## src/rtl/lane_bitscan_pkg.sv

```systemverilog
// Shared opcode type and sizes for the bit-scan unit.
// Assumes the operand width is a multiple of four.
package lane_bitscan_pkg;

    typedef enum logic [2:0] {
        OP_GROUP_FILL   = 3'd0,
        OP_GROUP_SQUASH = 3'd1,
        OP_ZERO_COUNT   = 3'd2,
        OP_LOW_ONE      = 3'd3,
        OP_LOW_ZERO     = 3'd4,
        OP_HIGH_ONE     = 3'd5,
        OP_LEAD_ZEROS   = 3'd6,
        OP_SIGN_RUN     = 3'd7
    } scan_op_e;

    localparam int unsigned IDX_RES_W = 32;

endpackage

```

## src/rtl/lane_bitscan_group.sv

```systemverilog
// Group (nibble) operations: fill every 4-bit group that has any bit set,
// and squash each group to one bit. Assumes W is a multiple of 4.
module lane_bitscan_group #(
    parameter int unsigned W = 64
) (
    input  logic [W-1:0] vec,
    output logic [W-1:0] fill,
    output logic [W-1:0] squash
);
    localparam int unsigned GROUPS = W / 4;

    // one reduction per group, shared by both outputs
    for (genvar g = 0; g < GROUPS; g++) begin : g_grp
        logic any_set;
        assign any_set          = |vec[4*g +: 4];
        assign fill[4*g +: 4]   = {4{any_set}};
        assign squash[g]        = any_set;
    end

    // squash output above the group count is zero
    assign squash[W-1:GROUPS] = '0;

endmodule

```

## src/rtl/lane_bitscan_locate.sv

```systemverilog
// Priority locator: reports whether any bit is set and the index of the
// lowest (MSB_FIRST = 0) or highest (MSB_FIRST = 1) set bit.
// Assumes idx is don't-care when found is 0 (it is driven to 0).
module lane_bitscan_locate #(
    parameter int unsigned W         = 64,
    parameter bit          MSB_FIRST = 1'b0,
    localparam int unsigned IW       = $clog2(W)
) (
    input  logic [W-1:0]  vec,
    output logic          found,
    output logic [IW-1:0] idx
);
    assign found = |vec;

    if (MSB_FIRST) begin : g_high
        // walk upward so the highest set bit wins
        always_comb begin
            idx = '0;
            for (int i = 0; i < W; i++) begin
                if (vec[i]) idx = IW'(i);
            end
        end
    end else begin : g_low
        // walk downward so the lowest set bit wins
        always_comb begin
            idx = '0;
            for (int i = W - 1; i >= 0; i--) begin
                if (vec[i]) idx = IW'(i);
            end
        end
    end

endmodule

```

## src/rtl/lane_bitscan_popcnt.sv

```systemverilog
// Population count of a W-bit vector. Purely combinational.
module lane_bitscan_popcnt #(
    parameter int unsigned W  = 64,
    localparam int unsigned CW = $clog2(W + 1)
) (
    input  logic [W-1:0]  vec,
    output logic [CW-1:0] count
);
    // add up the set bits
    always_comb begin
        count = '0;
        for (int i = 0; i < W; i++) begin
            count = count + CW'(vec[i]);
        end
    end

endmodule

```

## src/rtl/lane_bitscan.sv

```systemverilog
// Bit-scan unit top. It masks the operand to the selected width, runs the
// group, count and locate logic in parallel, picks one result by opcode and
// registers it together with a valid flag. It assumes a synchronous
// active-low reset and that DATA_W = 2 * NARROW_W.
module lane_bitscan
    import lane_bitscan_pkg::*;
#(
    parameter int unsigned DATA_W   = 64,
    parameter int unsigned NARROW_W = 32
) (
    input  logic              clk,
    input  logic              rst_n,
    input  logic              in_valid,
    input  logic [2:0]        in_op,
    input  logic              in_wide,
    input  logic [DATA_W-1:0] in_operand,
    output logic              out_valid,
    output logic [DATA_W-1:0] out_result
);
    localparam int unsigned IW = $clog2(DATA_W);
    localparam int unsigned CW = $clog2(DATA_W + 1);
    localparam int unsigned RW = IDX_RES_W;
    localparam logic signed [RW-1:0] NONE = '1;

    scan_op_e          op;
    logic [DATA_W-1:0] width_mask, opnd, inv, sign_free;
    logic              sign_bit;
    logic [RW-1:0]     width_val;

    assign op         = scan_op_e'(in_op);
    assign width_mask = in_wide ? '1 : {{(DATA_W-NARROW_W){1'b0}}, {NARROW_W{1'b1}}};
    assign width_val  = in_wide ? RW'(DATA_W) : RW'(NARROW_W);
    assign opnd       = in_operand & width_mask;
    assign inv        = ~in_operand & width_mask;
    assign sign_bit   = in_wide ? in_operand[DATA_W-1] : in_operand[NARROW_W-1];
    // flip negative operands so the sign run becomes a run of leading zeros
    assign sign_free  = sign_bit ? inv : opnd;

    logic [DATA_W-1:0] fill_v, squash_v;
    logic [CW-1:0]     ones;
    logic              lo1_f, lo0_f, hi1_f, hs_f;
    logic [IW-1:0]     lo1_i, lo0_i, hi1_i, hs_i;

    lane_bitscan_group #(.W(DATA_W)) u_group (
        .vec(opnd), .fill(fill_v), .squash(squash_v)
    );

    lane_bitscan_popcnt #(.W(DATA_W)) u_popcnt (
        .vec(opnd), .count(ones)
    );

    lane_bitscan_locate #(.W(DATA_W), .MSB_FIRST(1'b0)) u_low_one (
        .vec(opnd), .found(lo1_f), .idx(lo1_i)
    );

    lane_bitscan_locate #(.W(DATA_W), .MSB_FIRST(1'b0)) u_low_zero (
        .vec(inv), .found(lo0_f), .idx(lo0_i)
    );

    lane_bitscan_locate #(.W(DATA_W), .MSB_FIRST(1'b1)) u_high_one (
        .vec(opnd), .found(hi1_f), .idx(hi1_i)
    );

    lane_bitscan_locate #(.W(DATA_W), .MSB_FIRST(1'b1)) u_high_sign (
        .vec(sign_free), .found(hs_f), .idx(hs_i)
    );

    logic signed [RW-1:0] idx_res;
    logic                 is_mask_op;
    logic [DATA_W-1:0]    next_result;

    // choose the signed count or index for the non-mask opcodes
    always_comb begin
        unique case (op)
            OP_ZERO_COUNT: idx_res = width_val - RW'(ones);
            OP_LOW_ONE:    idx_res = lo1_f ? RW'(lo1_i) : NONE;
            OP_LOW_ZERO:   idx_res = lo0_f ? RW'(lo0_i) : NONE;
            OP_HIGH_ONE:   idx_res = hi1_f ? RW'(hi1_i) : NONE;
            OP_LEAD_ZEROS: idx_res = hi1_f ? (width_val - RW'(1) - RW'(hi1_i)) : NONE;
            OP_SIGN_RUN:   idx_res = hs_f ? (width_val - RW'(1) - RW'(hs_i)) : NONE;
            default:       idx_res = '0;
        endcase
    end

    // merge mask results with sign-extended index results
    always_comb begin
        is_mask_op = (op == OP_GROUP_FILL) || (op == OP_GROUP_SQUASH);
        if (op == OP_GROUP_FILL)
            next_result = fill_v;
        else if (op == OP_GROUP_SQUASH)
            next_result = squash_v;
        else
            next_result = {{(DATA_W-RW){idx_res[RW-1]}}, idx_res};
    end

    // result register: load on a request, hold otherwise
    always_ff @(posedge clk) begin
        if (!rst_n) begin
            out_valid  <= 1'b0;
            out_result <= '0;
        end else begin
            out_valid <= in_valid;
            if (in_valid) out_result <= next_result;
        end
    end

endmodule

```

## config.mk

```make
export PLATFORM = sky130hd
export DESIGN_NAME = lane_bitscan
export DESIGN_NICKNAME = d
export VERILOG_FILES = /design/src/rtl/lane_bitscan_pkg.sv /design/src/rtl/lane_bitscan_group.sv /design/src/rtl/lane_bitscan_locate.sv /design/src/rtl/lane_bitscan_popcnt.sv /design/src/rtl/lane_bitscan.sv
export SDC_FILE = /design/constraint.sdc
export NUM_CORES = 1
export LEC_CHECK = 0
export ABC_AREA = 1
export BUFFER_PORTS_ARGS = -buffer_cell sky130_fd_sc_hd__buf_2
export CORE_UTILIZATION = 54
export CTS_BUF_LIST = sky130_fd_sc_hd__clkbuf_4 sky130_fd_sc_hd__clkbuf_8
export DETAILED_ROUTE_END_ITERATION = 10
export GPL_TIMING_DRIVEN = 0
export PLACE_DENSITY = 0.87
export SYNTH_ARGS = -nofsm -noshare
export SYNTH_HDL_FRONTEND = slang
export SYNTH_SLANG_ARGS = --single-unit
```

## constraint.sdc

```tcl
create_clock -name clk -period 8.17 [get_ports clk]
set_input_delay 0 -clock clk [delete_from_list [all_inputs] [get_ports clk]]
set_output_delay 0 -clock clk [all_outputs]
set_load 0.01 [all_outputs]
```

==> results.md <==
* Critical Path Max Stage Delay at approximately 570 ps
* Delay-heaviest family, CP: adder cells
* Vias in the first global route at between 8,000 and 9,000
* WL final at ~24 mm
* P_leak at approximately 5.2 nW
* CTS H-tree lvls at 2
* DP HPWL at 20.65 mm
* Initial Util at a little under three fifths
* First-pass GRT wire length at 38.42 mm
* Most frequent CP cell: fa_1
* Share of flip-flops with an asynchronous set or reset at 0%
* Antenna violations before repair at 0
* DR vias/cell at 5.301
* Post-synthesis sequential area ratio at 9.612%
* Avg Inst Size Synth at 5.641 um2
* I/O pin total at ~140
* Multi-input logic area at around 5700 um2
* PD cells at between 400 and 500 nW/um2
* Gr usage total at between 30% and 40%
* Period utilization at 94.55%
* Synth-to-Final Area Change at 12.86%
* Post-Place Worst Slack at -733.0 ps
* CTS buffer count at 5
* Reg clk slew, reported paths at approximately 80 ps
* FP Rows at 43
* IO buf count at ~130
* Max Slew Vio Count at 0
* Crit path DAT at between 7000 and 8000 ps
* Post-Syn Area at 7706 um2
* Final Wtd Congestion at about 1.0
* Final WS setup at 445.3 ps
* Worst-path fanout max at 28
* Fin crit period at ~7700 ps
* Routed Antenna Nets at 0
* 1st-pass router iterations at 5
* Final Power at between 0.003 and 0.004 W
* Slew margin rel. at roughly 36%
* Die area at 14,750 um2
* CTS tree: built
* Routed vias at between 8,000 and 9,000
* Reg area at about 740 um2
* Ys Warns at 0
* DR iter-0 viols at about 770
* Min-Delay Path Class: input pin to flop
* Number of max-cap violations at 0
* Core footprint at between 10,000 and 15,000 um2
* Slew at the pin with the worst max-slew slack at about 960 ps
* Longest Clk Path Bufs at 2
* Fillers at about 1,400
* CP Class: input pin to flop
* Final hold vios at 0
* Yosys reg bits at 37
* Diode count at 0
* Worst-skew pair later-pin latency at a little under 300 ps
* Wire per inst at 14.08 um
* Number of buffers and inverters on the critical path at 7
* RSZ-0062 raised after global routing: false
* Worst clock skew at 0 ps
* Hold Slack at between 40 and 50 ps
* Top_reg_cell synth: dfxtp_1
* Non-filler instance count after layout at about 1,700
* Layout cells sized above 1 at between 10% and 20%
* CP endpoint kind: flop
* Peak Freq at about 130 MHz
* EDFF count, synth at 0
* Placed insts at between 1,500 and 2,000
* Finish-stage setup viols at 0
* CP Data Required Time at 8350 ps
* Commonest non-fill, non-tap cell in the layout: nand2_1
* Syn Nets at 1,516
* Clock sinks at 37
* Hold buffer count at cts at 0
* Yosys cell types at 43
* Number of nets in the layout at 1,655
* VDD IR max at ~1.0 mV
* GRT overflow at 0
* Commonest cells after routing, fill and taps aside: nand2_1 (486), inv_1 (248), nor2_1 (152), buf_2 (139), o21ai_0 (84)
* Largest net degree at the start of global routing at 20
* Synthesized instance count at 1,366
* Root Driver: clkbuf_8
* Die Width at 121.5 um
* Final core utilization at between 60% and 70%
* Slowest stage cell on the critical path: fa_1
* Die Ht at about 120 um
* CP Launch Type: input pin
* Status: finished clean
* DRC viols at 0
-- where the power goes --
group | internal (W) | total (W) | switching, W | leakage (nW)
clock network | 0.0000685 | 0.000141 | 0.0000721 | 0.0512
registers | 0.000207 | 0.000224 | 0.0000175 | 0.306
logic | 0.00135 | 0.00333 | 0.00199 | 4.85
-- logic make-up (layout without fill, tap and decap cells) --
| group | count (synthesis) | in the layout | synth area share, % |
|---|---|---|---|
| compound gates | 195 | 195 | 14.66 |
| xor+xnor | 32 | 32 | 3.832 |
| fa+ha+maj | 79 | 79 | 18.18 |
| buf+inv | 307 | 447 | 16.77 |
| flops | 37 | 37 | 9.612 |
| other cells | 1 | 1 | 0.04866 |
| simple gates | 715 | 715 | 36.89 |
-- state kept, by name, summed over array words and instances (netlist names) --
signal	cells
out_result	36
out_valid	1
-- metrics by stage --
step	setup TNS (ps)	area, um2
global route	0	8697
global placement	-10410	8602
floorplan	0	7706
CTS	0	8697
detailed placement	-12360	8602
finish	0	8697
-- layout make-up --
cell class,instances,share of cell area [%]
clock inverters,2,0.1583
repair buffers,134,7.711
inverters,251,10.86
clock buffers,6,0.9495
multi-input cells,1022,65.29
plain buffers,54,3.927
well taps,180,2.590
flip-flops and latches,37,8.517
-- cells in the mapped netlist, types with 2 or more instances --
cell type,instances,area [um2]
o21bai_1,2,15.01
ha_1,24,300.3
xor2_1,28,245.2
xnor2_1,2,17.52
nand2_1,486,1824
o2111ai_1,4,35.03
dfxtp_1,37,740.7
a21oi_1,59,295.3
fa_1,55,1101
nor3_1,13,65.06
o211ai_1,7,52.55
nand2_4,3,33.78
or2_1,3,18.77
inv_1,248,930.9
buf_2,5,25.02
xor2_2,2,32.53
a31oi_1,4,25.02
inv_2,2,7.510
o221ai_1,19,166.4
o31ai_1,3,22.52
a21o_1,2,15.01
nand3_1,27,135.1
nand4_1,12,75.07
buf_1,2,7.510
a2111oi_0,2,17.52
buf_6,3,33.78
clkbuf_1,17,63.81
nor4_1,10,62.56
buf_4,29,217.7
or2_2,7,43.79
o21ai_0,86,430.4
nor2_1,152,570.6
-- worst register-to-register path, stage by stage (launching register included) --
cell and delay (ps):
dfxtp_1 360, o221ai_1 250, inv_1 70
-- routing by layer --
layer  global-route usage [%]  part of all wire (%)  vias to the layer above
met4                    11.11                   3.6                        0
met5                        0                     0                        -
met2                    52.66                    44                      397
li1                         -                     -                     4472
met1                    46.32                    44                     4006
met3                    3.947                   8.1                       62
-- worst paths after layout --
path                                     from  cells past startpoint  slack [ps]                          end
setup / recovery                      in_wide                     28         450  out_result[17]$_SDFFE_PN0P_
hold / removal                          rst_n                      3          50         out_valid$_SDFF_PN0_
hold reg to reg   out_result[19]$_SDFFE_PN0P_                      2         470  out_result[19]$_SDFFE_PN0P_
setup reg to reg  out_result[43]$_SDFFE_PN0P_                      2        7380  out_result[43]$_SDFFE_PN0P_
-- timing repair --
action | CTS | global route
setup buffers | 0 | 0
endpoints found under the setup margin | 22 | 22
gates resized for setup | 2 | 4
Power figures use the tool's default switching activity.
